**src/rtl/lpg_pkg.sv**
```systemverilog
package lpg_pkg;
  localparam int unsigned CTRL_W     = 16;
  localparam int unsigned DIV_W      = 2;
  localparam int unsigned LEN_W      = 5;
  localparam int unsigned DIV_LSB    = 8;
  localparam int unsigned LEN_LSB    = 0;
  localparam int unsigned MIN_LEN    = 16;
  localparam int unsigned RST_DIV    = 0;
  localparam int unsigned RST_LEN    = 25;
  localparam int unsigned MAX_RATIO  = 1 << ((1 << DIV_W) - 1);
  localparam int unsigned PRE_W      = (MAX_RATIO > 1) ? $clog2(MAX_RATIO) : 1;
endpackage

```
**src/rtl/lpg_rst_sync.sv**
```systemverilog
module lpg_rst_sync #(
  parameter int unsigned STAGES = 2
) (
  input  logic clk,
  input  logic rst_n,
  output logic rst_n_sync
);
  logic [STAGES-1:0] sync_q;

  always_ff @(posedge clk or negedge rst_n) begin
    if (!rst_n) sync_q <= '0;
    else        sync_q <= {sync_q[STAGES-2:0], 1'b1};
  end

  assign rst_n_sync = sync_q[STAGES-1];
endmodule

```
**src/rtl/lpg_ctrl_reg.sv**
```systemverilog
module lpg_ctrl_reg
  import lpg_pkg::*;
(
  input  logic              clk,
  input  logic              rst_n,
  input  logic              wr_en,
  input  logic [CTRL_W-1:0] wdata,
  output logic [CTRL_W-1:0] rdata,
  output logic [DIV_W-1:0]  div_q,
  output logic [LEN_W-1:0]  len_q,
  output logic              err_q
);
  logic [DIV_W-1:0] div_d;
  logic [LEN_W-1:0] len_d;
  logic             err_d;
  logic [LEN_W-1:0] len_in;
  logic             len_ok;

  assign len_in = wdata[LEN_LSB +: LEN_W];
  assign len_ok = (len_in >= LEN_W'(MIN_LEN));

  always_comb begin
    div_d = div_q;
    len_d = len_q;
    err_d = err_q;
    if (wr_en) begin
      div_d = wdata[DIV_LSB +: DIV_W];
      if (len_ok) len_d = len_in;
      else        err_d = 1'b1;
    end
  end

  always_ff @(posedge clk or negedge rst_n) begin
    if (!rst_n) begin
      div_q <= DIV_W'(RST_DIV);
      len_q <= LEN_W'(RST_LEN);
      err_q <= 1'b0;
    end else begin
      div_q <= div_d;
      len_q <= len_d;
      err_q <= err_d;
    end
  end

  always_comb begin
    rdata = '0;
    rdata[DIV_LSB +: DIV_W] = div_q;
    rdata[LEN_LSB +: LEN_W] = len_q;
  end

  AST_LEN_LEGAL: assert property (@(posedge clk) disable iff (!rst_n)
    len_q >= LEN_W'(MIN_LEN));
  AST_ERR_STICKY: assert property (@(posedge clk) disable iff (!rst_n)
    err_q |=> err_q);
endmodule

```
**src/rtl/lpg_prescaler.sv**
```systemverilog
module lpg_prescaler
  import lpg_pkg::*;
(
  input  logic             clk,
  input  logic             rst_n,
  input  logic             osc_en,
  input  logic             bypass,
  input  logic [DIV_W-1:0] div_sel,
  output logic             tick
);
  logic [PRE_W-1:0] pre_q;
  logic [PRE_W-1:0] pre_d;
  logic [PRE_W-1:0] lim;

  always_comb begin
    lim = '0;
    if (!bypass) begin
      for (int i = 0; i < PRE_W; i++) lim[i] = (i < int'(div_sel));
    end
  end

  assign tick = osc_en && (pre_q >= lim);

  always_comb begin
    pre_d = pre_q;
    if (osc_en) pre_d = tick ? '0 : pre_q + 1'b1;
  end

  always_ff @(posedge clk or negedge rst_n) begin
    if (!rst_n) pre_q <= '0;
    else        pre_q <= pre_d;
  end

  AST_TICK_GATED: assert property (@(posedge clk) disable iff (!rst_n)
    tick |-> osc_en);
  AST_BYPASS_EVERY: assert property (@(posedge clk) disable iff (!rst_n)
    (bypass && osc_en) |-> tick);
endmodule

```
**src/rtl/lpg_line_counter.sv**
```systemverilog
module lpg_line_counter
  import lpg_pkg::*;
(
  input  logic             clk,
  input  logic             rst_n,
  input  logic             tick,
  input  logic [DIV_W-1:0] div_new,
  input  logic [LEN_W-1:0] len_new,
  output logic [DIV_W-1:0] div_act,
  output logic             line_pulse
);
  logic [LEN_W-1:0] cnt_q, cnt_d;
  logic [LEN_W-1:0] len_act_q, len_act_d;
  logic [DIV_W-1:0] div_act_q, div_act_d;
  logic             pulse_d;
  logic             wrap;

  assign wrap = tick && (cnt_q >= len_act_q - 1'b1);

  always_comb begin
    cnt_d     = cnt_q;
    len_act_d = len_act_q;
    div_act_d = div_act_q;
    pulse_d   = wrap;
    if (tick) cnt_d = wrap ? '0 : cnt_q + 1'b1;
    if (wrap) begin
      len_act_d = len_new;
      div_act_d = div_new;
    end
  end

  always_ff @(posedge clk or negedge rst_n) begin
    if (!rst_n) begin
      cnt_q      <= '0;
      len_act_q  <= LEN_W'(RST_LEN);
      div_act_q  <= DIV_W'(RST_DIV);
      line_pulse <= 1'b0;
    end else begin
      cnt_q      <= cnt_d;
      len_act_q  <= len_act_d;
      div_act_q  <= div_act_d;
      line_pulse <= pulse_d;
    end
  end

  assign div_act = div_act_q;

  AST_PULSE_SINGLE: assert property (@(posedge clk) disable iff (!rst_n)
    line_pulse |=> !line_pulse);
  AST_CNT_BOUND: assert property (@(posedge clk) disable iff (!rst_n)
    cnt_q < len_act_q);
  AST_ACT_HOLD: assert property (@(posedge clk) disable iff (!rst_n)
    !wrap |=> ($stable(len_act_q) && $stable(div_act_q)));
  AST_PULSE_AT_ZERO: assert property (@(posedge clk) disable iff (!rst_n)
    line_pulse |-> (cnt_q == '0));
endmodule

```
**src/rtl/lpg_top.sv**
```systemverilog
module lpg_top
  import lpg_pkg::*;
(
  input  logic        clk,
  input  logic        rst_n,
  input  logic        osc_en,
  input  logic        rgb_mode,
  input  logic        reg_wr,
  input  logic [15:0] reg_wdata,
  output logic [15:0] reg_rdata,
  output logic        line_pulse,
  output logic        len_err
);
  logic             rst_n_s;
  logic [DIV_W-1:0] div_reg;
  logic [LEN_W-1:0] len_reg;
  logic [DIV_W-1:0] div_act;
  logic             tick;

  lpg_rst_sync #(.STAGES(2)) u_rst (
    .clk        (clk),
    .rst_n      (rst_n),
    .rst_n_sync (rst_n_s)
  );

  lpg_ctrl_reg u_reg (
    .clk   (clk),
    .rst_n (rst_n_s),
    .wr_en (reg_wr),
    .wdata (reg_wdata),
    .rdata (reg_rdata),
    .div_q (div_reg),
    .len_q (len_reg),
    .err_q (len_err)
  );

  lpg_prescaler u_pre (
    .clk     (clk),
    .rst_n   (rst_n_s),
    .osc_en  (osc_en),
    .bypass  (rgb_mode),
    .div_sel (div_act),
    .tick    (tick)
  );

  lpg_line_counter u_line (
    .clk        (clk),
    .rst_n      (rst_n_s),
    .tick       (tick),
    .div_new    (div_reg),
    .len_new    (len_reg),
    .div_act    (div_act),
    .line_pulse (line_pulse)
  );
endmodule

```
**config.mk**
```make
export PLATFORM = sky130hd
export DESIGN_NAME = lpg_top
export DESIGN_NICKNAME = d
export VERILOG_FILES = /design/src/rtl/lpg_pkg.sv /design/src/rtl/lpg_rst_sync.sv /design/src/rtl/lpg_ctrl_reg.sv /design/src/rtl/lpg_prescaler.sv /design/src/rtl/lpg_line_counter.sv /design/src/rtl/lpg_top.sv
export SDC_FILE = /design/constraint.sdc
export NUM_CORES = 1
export LEC_CHECK = 0
export ABC_AREA = 1
export BUFFER_PORTS_ARGS = -buffer_cell sky130_fd_sc_hd__buf_2
export CORE_MARGIN = 2
export CORE_UTILIZATION = 40
export DETAILED_ROUTE_END_ITERATION = 8
export HOLD_SLACK_MARGIN = 0.12
export PLACE_DENSITY_LB_ADDON = 0.15
export SLEW_MARGIN = 20
export SYNTH_ARGS = -nofsm -noshare
export SYNTH_HDL_FRONTEND = slang
export SYNTH_SLANG_ARGS = --single-unit
```
**constraint.sdc**
```tcl
create_clock -name clk -period 0.9 [get_ports clk]
set_clock_uncertainty 0.1 [all_clocks]
set_input_delay 0.045 -clock clk [delete_from_list [all_inputs] [get_ports clk]]
set_output_delay 0.045 -clock clk [all_outputs]
set_load 0.01 [all_outputs]
```
Word level (Yosys, flattened, before mapping)
Cells that the tools add are included.
{ "totals": {"output_inout_bits": 18, "elab_cells": 26, "input_bits": 21, "reg_bits": 26} }
{ "classes": {"n_bitwise": 1, "add_sub_neg": 3, "order_cmp": 6, "n_mux": 3, "n_reduce_logical": 4} }
{ "ops": {"columns": ["operator", "n"], "rows": [
  ["$mux 3", 2],
  ["$add 5x1->5 const B", 1],
  ["$ge 5x5->1", 1],
  ["$ge 5x5->1 const B", 1],
  ["$mux 5", 1],
  ["$sub 5x1->5 const B", 1],
  ["$lt 1x2->1 const A", 2],
  ["$reduce_and 2->1", 2],
  ["$add 3x1->3 const B", 1],
  ["$ge 3x3->1", 1],
  ["$logic_and 1x1->1", 2],
  ["$lt 2x2->1 const A", 1],
  ["$not 1->1", 1]
]} }

Depth between registers and ports, before layout
{ "logic_depth": {"ltp_word": 6, "depth_mapped": 12, "ltp_nobuf": 12} }

Hierarchy
A second synthesis with hierarchy kept.
{ "unflattened": {"cells_unflattened": 175, "hier_area_um2": 1510.2} }
{ "by_module_without_submodules": {"columns": ["module", "instances", "area_each_um2", "seq_area_each_um2", "cells_per_inst"], "rows": [
  ["lpg_line_counter", 1, 780.7, 329.1, 91],
  ["lpg_ctrl_reg", 1, 427.9, 203.9, 49],
  ["lpg_prescaler", 1, 247.7, 75.1, 32],
  ["lpg_rst_sync", 1, 53.8, 50.0, 3]
]} }

Worst setup path before layout
OpenSTA, ideal clock, no wires.
{ "synth_timing": {"kind": "flip-flop to flip-flop", "from": "reg u_line.len_act_q[0]", "to": "reg u_line.len_act_q[2]", "n_path_buf": 0, "arrival_ns": 1.875, "required_ns": 0.734, "synth_period_minus_slack_ns": 2.041, "path_slack_ns": -1.141, "stages_incl_launch_ff": 13, "setup_ns": 0.066, "path_cell_list": "dfstp_2 > inv_1 > ha_1 > nand2_1 > xor2_1 > ha_1 > nand2_1 > inv_1 > a21oi_1 > nand2_1 > nand2_4 > nand2_1 > nand2_1"} }
{ "synth_via": {"elab_chain_cells": 3} }
{ "synth_rtl": {"columns": ["item", "line_no", "source"], "rows": [
  ["start: declaration", "lpg_line_counter.sv:13", "logic [LEN_W-1:0] len_act_q, len_act_d;"],
  ["start signal: assignment", "lpg_line_counter.sv:35", "len_act_q <= LEN_W'(RST_LEN);"],
  ["start signal: assignment", "lpg_line_counter.sv:40", "len_act_q <= len_act_d;"],
  ["$sub 5x1->5", "lpg_line_counter.sv:18", "assign wrap = tick && (cnt_q >= len_act_q - 1'b1);"],
  ["$ge 5x5->1", "lpg_line_counter.sv:18", null],
  ["$logic_and 1x1->1", "lpg_line_counter.sv:18", null]
]} }
No other way between the ends.
A chain may end at the register's enable or synchronous reset.

Final worst setup path
{ "layout_timing": {"from": "reg u_line.len_act_q[0]", "to": "reg u_line.cnt_q[4]"} }
{ "layout_via": {"elab_chain_cells": 4} }
{ "layout_rtl": {"columns": ["item", "line_no", "source"], "rows": [
  ["$sub 5x1->5", "lpg_line_counter.sv:18", null],
  ["$ge 5x5->1", "lpg_line_counter.sv:18", null],
  ["$logic_and 1x1->1", "lpg_line_counter.sv:18", null],
  ["$mux 5", "lpg_line_counter.sv:25", "if (tick) cnt_d = wrap ? '0 : cnt_q + 1'b1;"],
  ["end signal: assignment", "lpg_line_counter.sv:39", "cnt_q <= cnt_d;"],
  ["end: declaration", "lpg_line_counter.sv:12", "logic [LEN_W-1:0] cnt_q, cnt_d;"]
]} }
No other way between the ends.

==> flow_metrics.tcl <==
set metrics [dict create \
    max-clock-path-buffers 2 \
    ys_types 25 \
    seq_power_share_pct 32.4 \
    fp.dieH_um 64.1 \
    finalNonFillerCells 277 \
    timing.hold.worst.start "osc_en" \
    p_clk_share_pct 16.3 \
    grt-ovfl-total 0 \
    finalHoldViolations 2 \
    synth.ff_latch_count 26 \
    cp_slowest_stage_delay_ns 0.56 \
    critical_path_class "flip-flop to flip-flop" \
    cp_common_cell "nand2_2" \
    initial_utilization_pct 42.3 \
    fillerInstances 291 \
    final_net_count 264 \
    power.switching_mw 1.80 \
    drive_gt1_share_pct 41.1 \
    p_int_mw 3.11 \
    layout-area-overhead-vs-synth_pct 48.7 \
    rows 21 \
    synth-simple-area-share_pct 25.3 \
    number_of_diodes_added_for_antenna_fixing 0 \
    post-route-cell-area_um2 2150 \
    p_sw_share_pct 36.7 \
    yosys_warnings 0 \
    detail_route.vias_per_cell 4.54 \
    timing.critical_path.max_delay_family "simple AND/OR/NAND/NOR gates" \
    synth_area_per_cell_um2 8.66 \
    post_synth_main_area_contributors "dfrtp_1 (35%), nand2_1 (15%), dfstp_2 (11%)" \
    timing.critical_path.to_type "flip-flop" \
    routed-via-count 1257 \
    drv.max_cap_violation_count 0 \
    dr.first_iter.drc_count 58 \
    worst_hold_path_type "input pin to flip-flop" \
    r2r_setup_slack_ns -1.12 \
    finalMaxSlewViolations 0 \
    drt-wirelength-per-cell_um 11.3 \
    tritoncts "yes" \
    synthAdderAreaFrac_pct 9.52 \
    synth.yosys.seq_area_share_pct 45.5 \
    h-tree-depth 1 \
    dpl_wire_length_um 2170 \
    postPlaceCellArea_um2 1780 \
    buffer_ports.inserted 20 \
    crit_slowest_cell "dfstp_2" \
    clk_pin_slew_worst_paths_ns 0.14 \
    globalplace.congestion 0.768 \
    finalCritPeriodShare_pct 225 \
    failed_checks "negative hold slack, negative setup slack" \
    mappedNetlistArea_um2 1450 \
    reg2reg_to "u_line.cnt_q[4]$_DFFE_PN0P_" \
    clock_tree_sinks 26 \
    synth_largest_type_area_fraction_pct 34.6 \
    reg2reg_depth 12 \
    die_width_um 64.1 \
    dieArea_um2 4110 \
    worst_path_required_time_ns 1.07 \
    beginning_of_the_worst_register_to_register_path "u_line.len_act_q[0]$_DFFE_PN1P_" \
    initial_antenna_violation_count 0 \
    setup_ws_ns -1.12 \
    max_freq_mhz 495 \
    totalNegativeSetupSlack_ns -18.49 \
    drt_first_pass_iters 4 \
    gr-usage-all-layers_pct 17.0 \
    report.final.setup_viol 31 \
    irDropWorstVdd_mv 1.04 \
    vias_in_the_first_global_route 1248 \
    synth-compound-area-share_pct 3.55 \
    tightest_hold_margin_ns -0.0481 \
    clk_root_buffer_cell "clkbuf_4" \
    maximum_number_of_pins_on_one_net_before_global_route_repair 25 \
    drc 0 \
    numCtsBuffers 3 \
    crit_path_start_kind "flip-flop" \
    synth_top_family_by_area "simple AND/OR/NAND/NOR gates" \
    placedCellCount 253 \
    num_io_pins 39 \
    timing.critical_path.to "u_line.cnt_q[4]$_DFFE_PN0P_" \
    post_synth_xor_area_fraction_pct 2.42 \
    critical_path_buf_inv_count 2 \
    setup_repair_after_global_routing_missed_its_margin "true" \
    yosysTopAreaCell "dfrtp_1" \
    pwr_density_cell_nw_per_um2 2280 \
    crit_arrival_ns 2.19 \
    yosys-mux-area-fraction_pct 3.11 \
    final_antenna_net_count 0 \
    worstSetupStartpoint "u_line.len_act_q[0]$_DFFE_PN1P_" \
    leakagePower_nw 1.16 \
    combPwrFrac_pct 51.3 \
    worstPathMaxFanout 5 \
    critical_path_cell_count 12 \
    period_needed_ns 2.02 \
    clk-insertion-delay-late_ns 0.32 \
    number_of_standard_cells_after_synthesis 167 \
    run_status "complete, but fails checks" \
    timing.critical_path.cells "inv_2, ha_4, nand2_2, xor2_1, ha_1, nand2_1, nand2_2, inv_1, nand2_2, nor2_4, nand3b_1, nand2_1" \
    floorplan.core_area_um2 3420 \
    routed_wl_um 3130 \
    grt_first_pass_wirelength_um 5380 \
]
sequential cells by signal (all words and copies together), names as in the netlist:
signal,count
u_line.cnt_q,5
u_line.div_act,2
u_line.len_act_q,5
u_line.line_pulse,1
u_pre.pre_q,3
u_reg.div_q,2
u_reg.err_q,1
u_reg.len_q,5
u_rst.sync_q,2
per-stage QoR:
stage	hold slack [ns]	worst slack, ns	util (%)	power [mW]
global placement	-0.272	-1.06	52.1	3.65
global route	-0.0626	-1.26	63.0	5.34
finish	-0.0481	-1.12	63.0	4.91
detailed placement	-0.269	-1.12	52.1	3.75
CTS	-0.0787	-1.12	61.1	4.84
floorplan	-0.351	-0.988	-	2.98
layer usage:
layer  GRT usage, %  share of wire, %  wire, um
met1           19.0                42      1310
met2           32.0                53      1660
met3           4.58               4.3       134
met4           3.46              0.67        21
met5              0                 0         0
how the worst min path moves through the flow:
stage	end	slack, ns	depth (start not counted)
final	u_pre.pre_q[0]$_DFFE_PN0P_	-0.05	3
after global routing	u_pre.pre_q[0]$_DFFE_PN0P_	-0.06	3
after CTS	u_pre.pre_q[2]$_DFFE_PN0P_	-0.08	4
after detailed placement	u_rst.sync_q[0]$_DFF_PN0_	-0.27	1
after global placement	u_rst.sync_q[1]$_DFF_PN0_	-0.27	1
after floorplan	u_rst.sync_q[0]$_DFF_PN0_	-0.35	0
power groups by stage:
stage                     clock network [mW]  registers, mW  logic, mW
after floorplan                            0           1.67       1.31
after global placement                     0           1.61       2.05
after detailed placement                   0           1.60       2.15
after CTS                              0.837           1.59       2.41
after global routing                   0.891           1.63       2.82
final                                  0.802           1.59       2.52
Yosys cell counts (all sizes together):
master,count
nand3b,2
a21oi,4
nand4,2
clkinv,1
nor3,1
mux2,4
o21ai,1
or2,1
xor2,2
dfstp,6
nand3,16
xnor2,2
dfrtp,20
ha,11
nand2,60
buf,10
nor2,3
o21bai,2
inv,17
conb,2
worst register-to-register path, stage by stage (launching register included):
cell and delay [ns]:
dfstp_2 0.56, inv_2 0.05, ha_4 0.16, nand2_2 0.05, xor2_1 0.14, ha_1 0.28
nand2_1 0.10, nand2_2 0.07, inv_1 0.07, nand2_2 0.07, nor2_4 0.15, nand3b_1 0.10
nand2_1 0.07
cells in the final DEF (no fill, tap or decap), types with 7 or more instances in the layout:
cell and instances:
buf_2 17, buf_4 25, buf_6 7, conb_1 10, dfrtp_1 20, dlygate4sd3_1 11, ha_1 9, inv_1 13
nand2_1 49, nand2_2 8, nand3_1 10
area by class of cell:
type | count | area (um^2) | area share (%)
tap | 46 | 57.6 | 2.68
inverter | 18 | 67.6 | 3.14
timing repair buffer | 62 | 502 | 23.3
clock inverter | 1 | 30.0 | 1.40
sequential | 26 | 658 | 30.6
clock buffer | 3 | 22.5 | 1.05
multi-input combinational | 121 | 813 | 37.8
what timing repair did:
action / in CTS / in global routing
resized for setup: 17 / 16
pin swaps: 10 / 10
endpoints found under the setup margin: 25 / 30
hold buffers: 11 / 2
setup buffers: 8 / 1
hold endpoints to repair: 21 / 16
kinds of logic (layout without fill, tap and decap cells):
logic type / after synthesis / in the layout
xor+xnor: 4 / 4
buf+inv: 28 / 84
flops: 26 / 26
compound gates: 7 / 7
simple gates: 85 / 85
mux: 4 / 4
other cells: 2 / 10
fa+ha+maj: 11 / 11
Power figures use the tool's default switching activity.
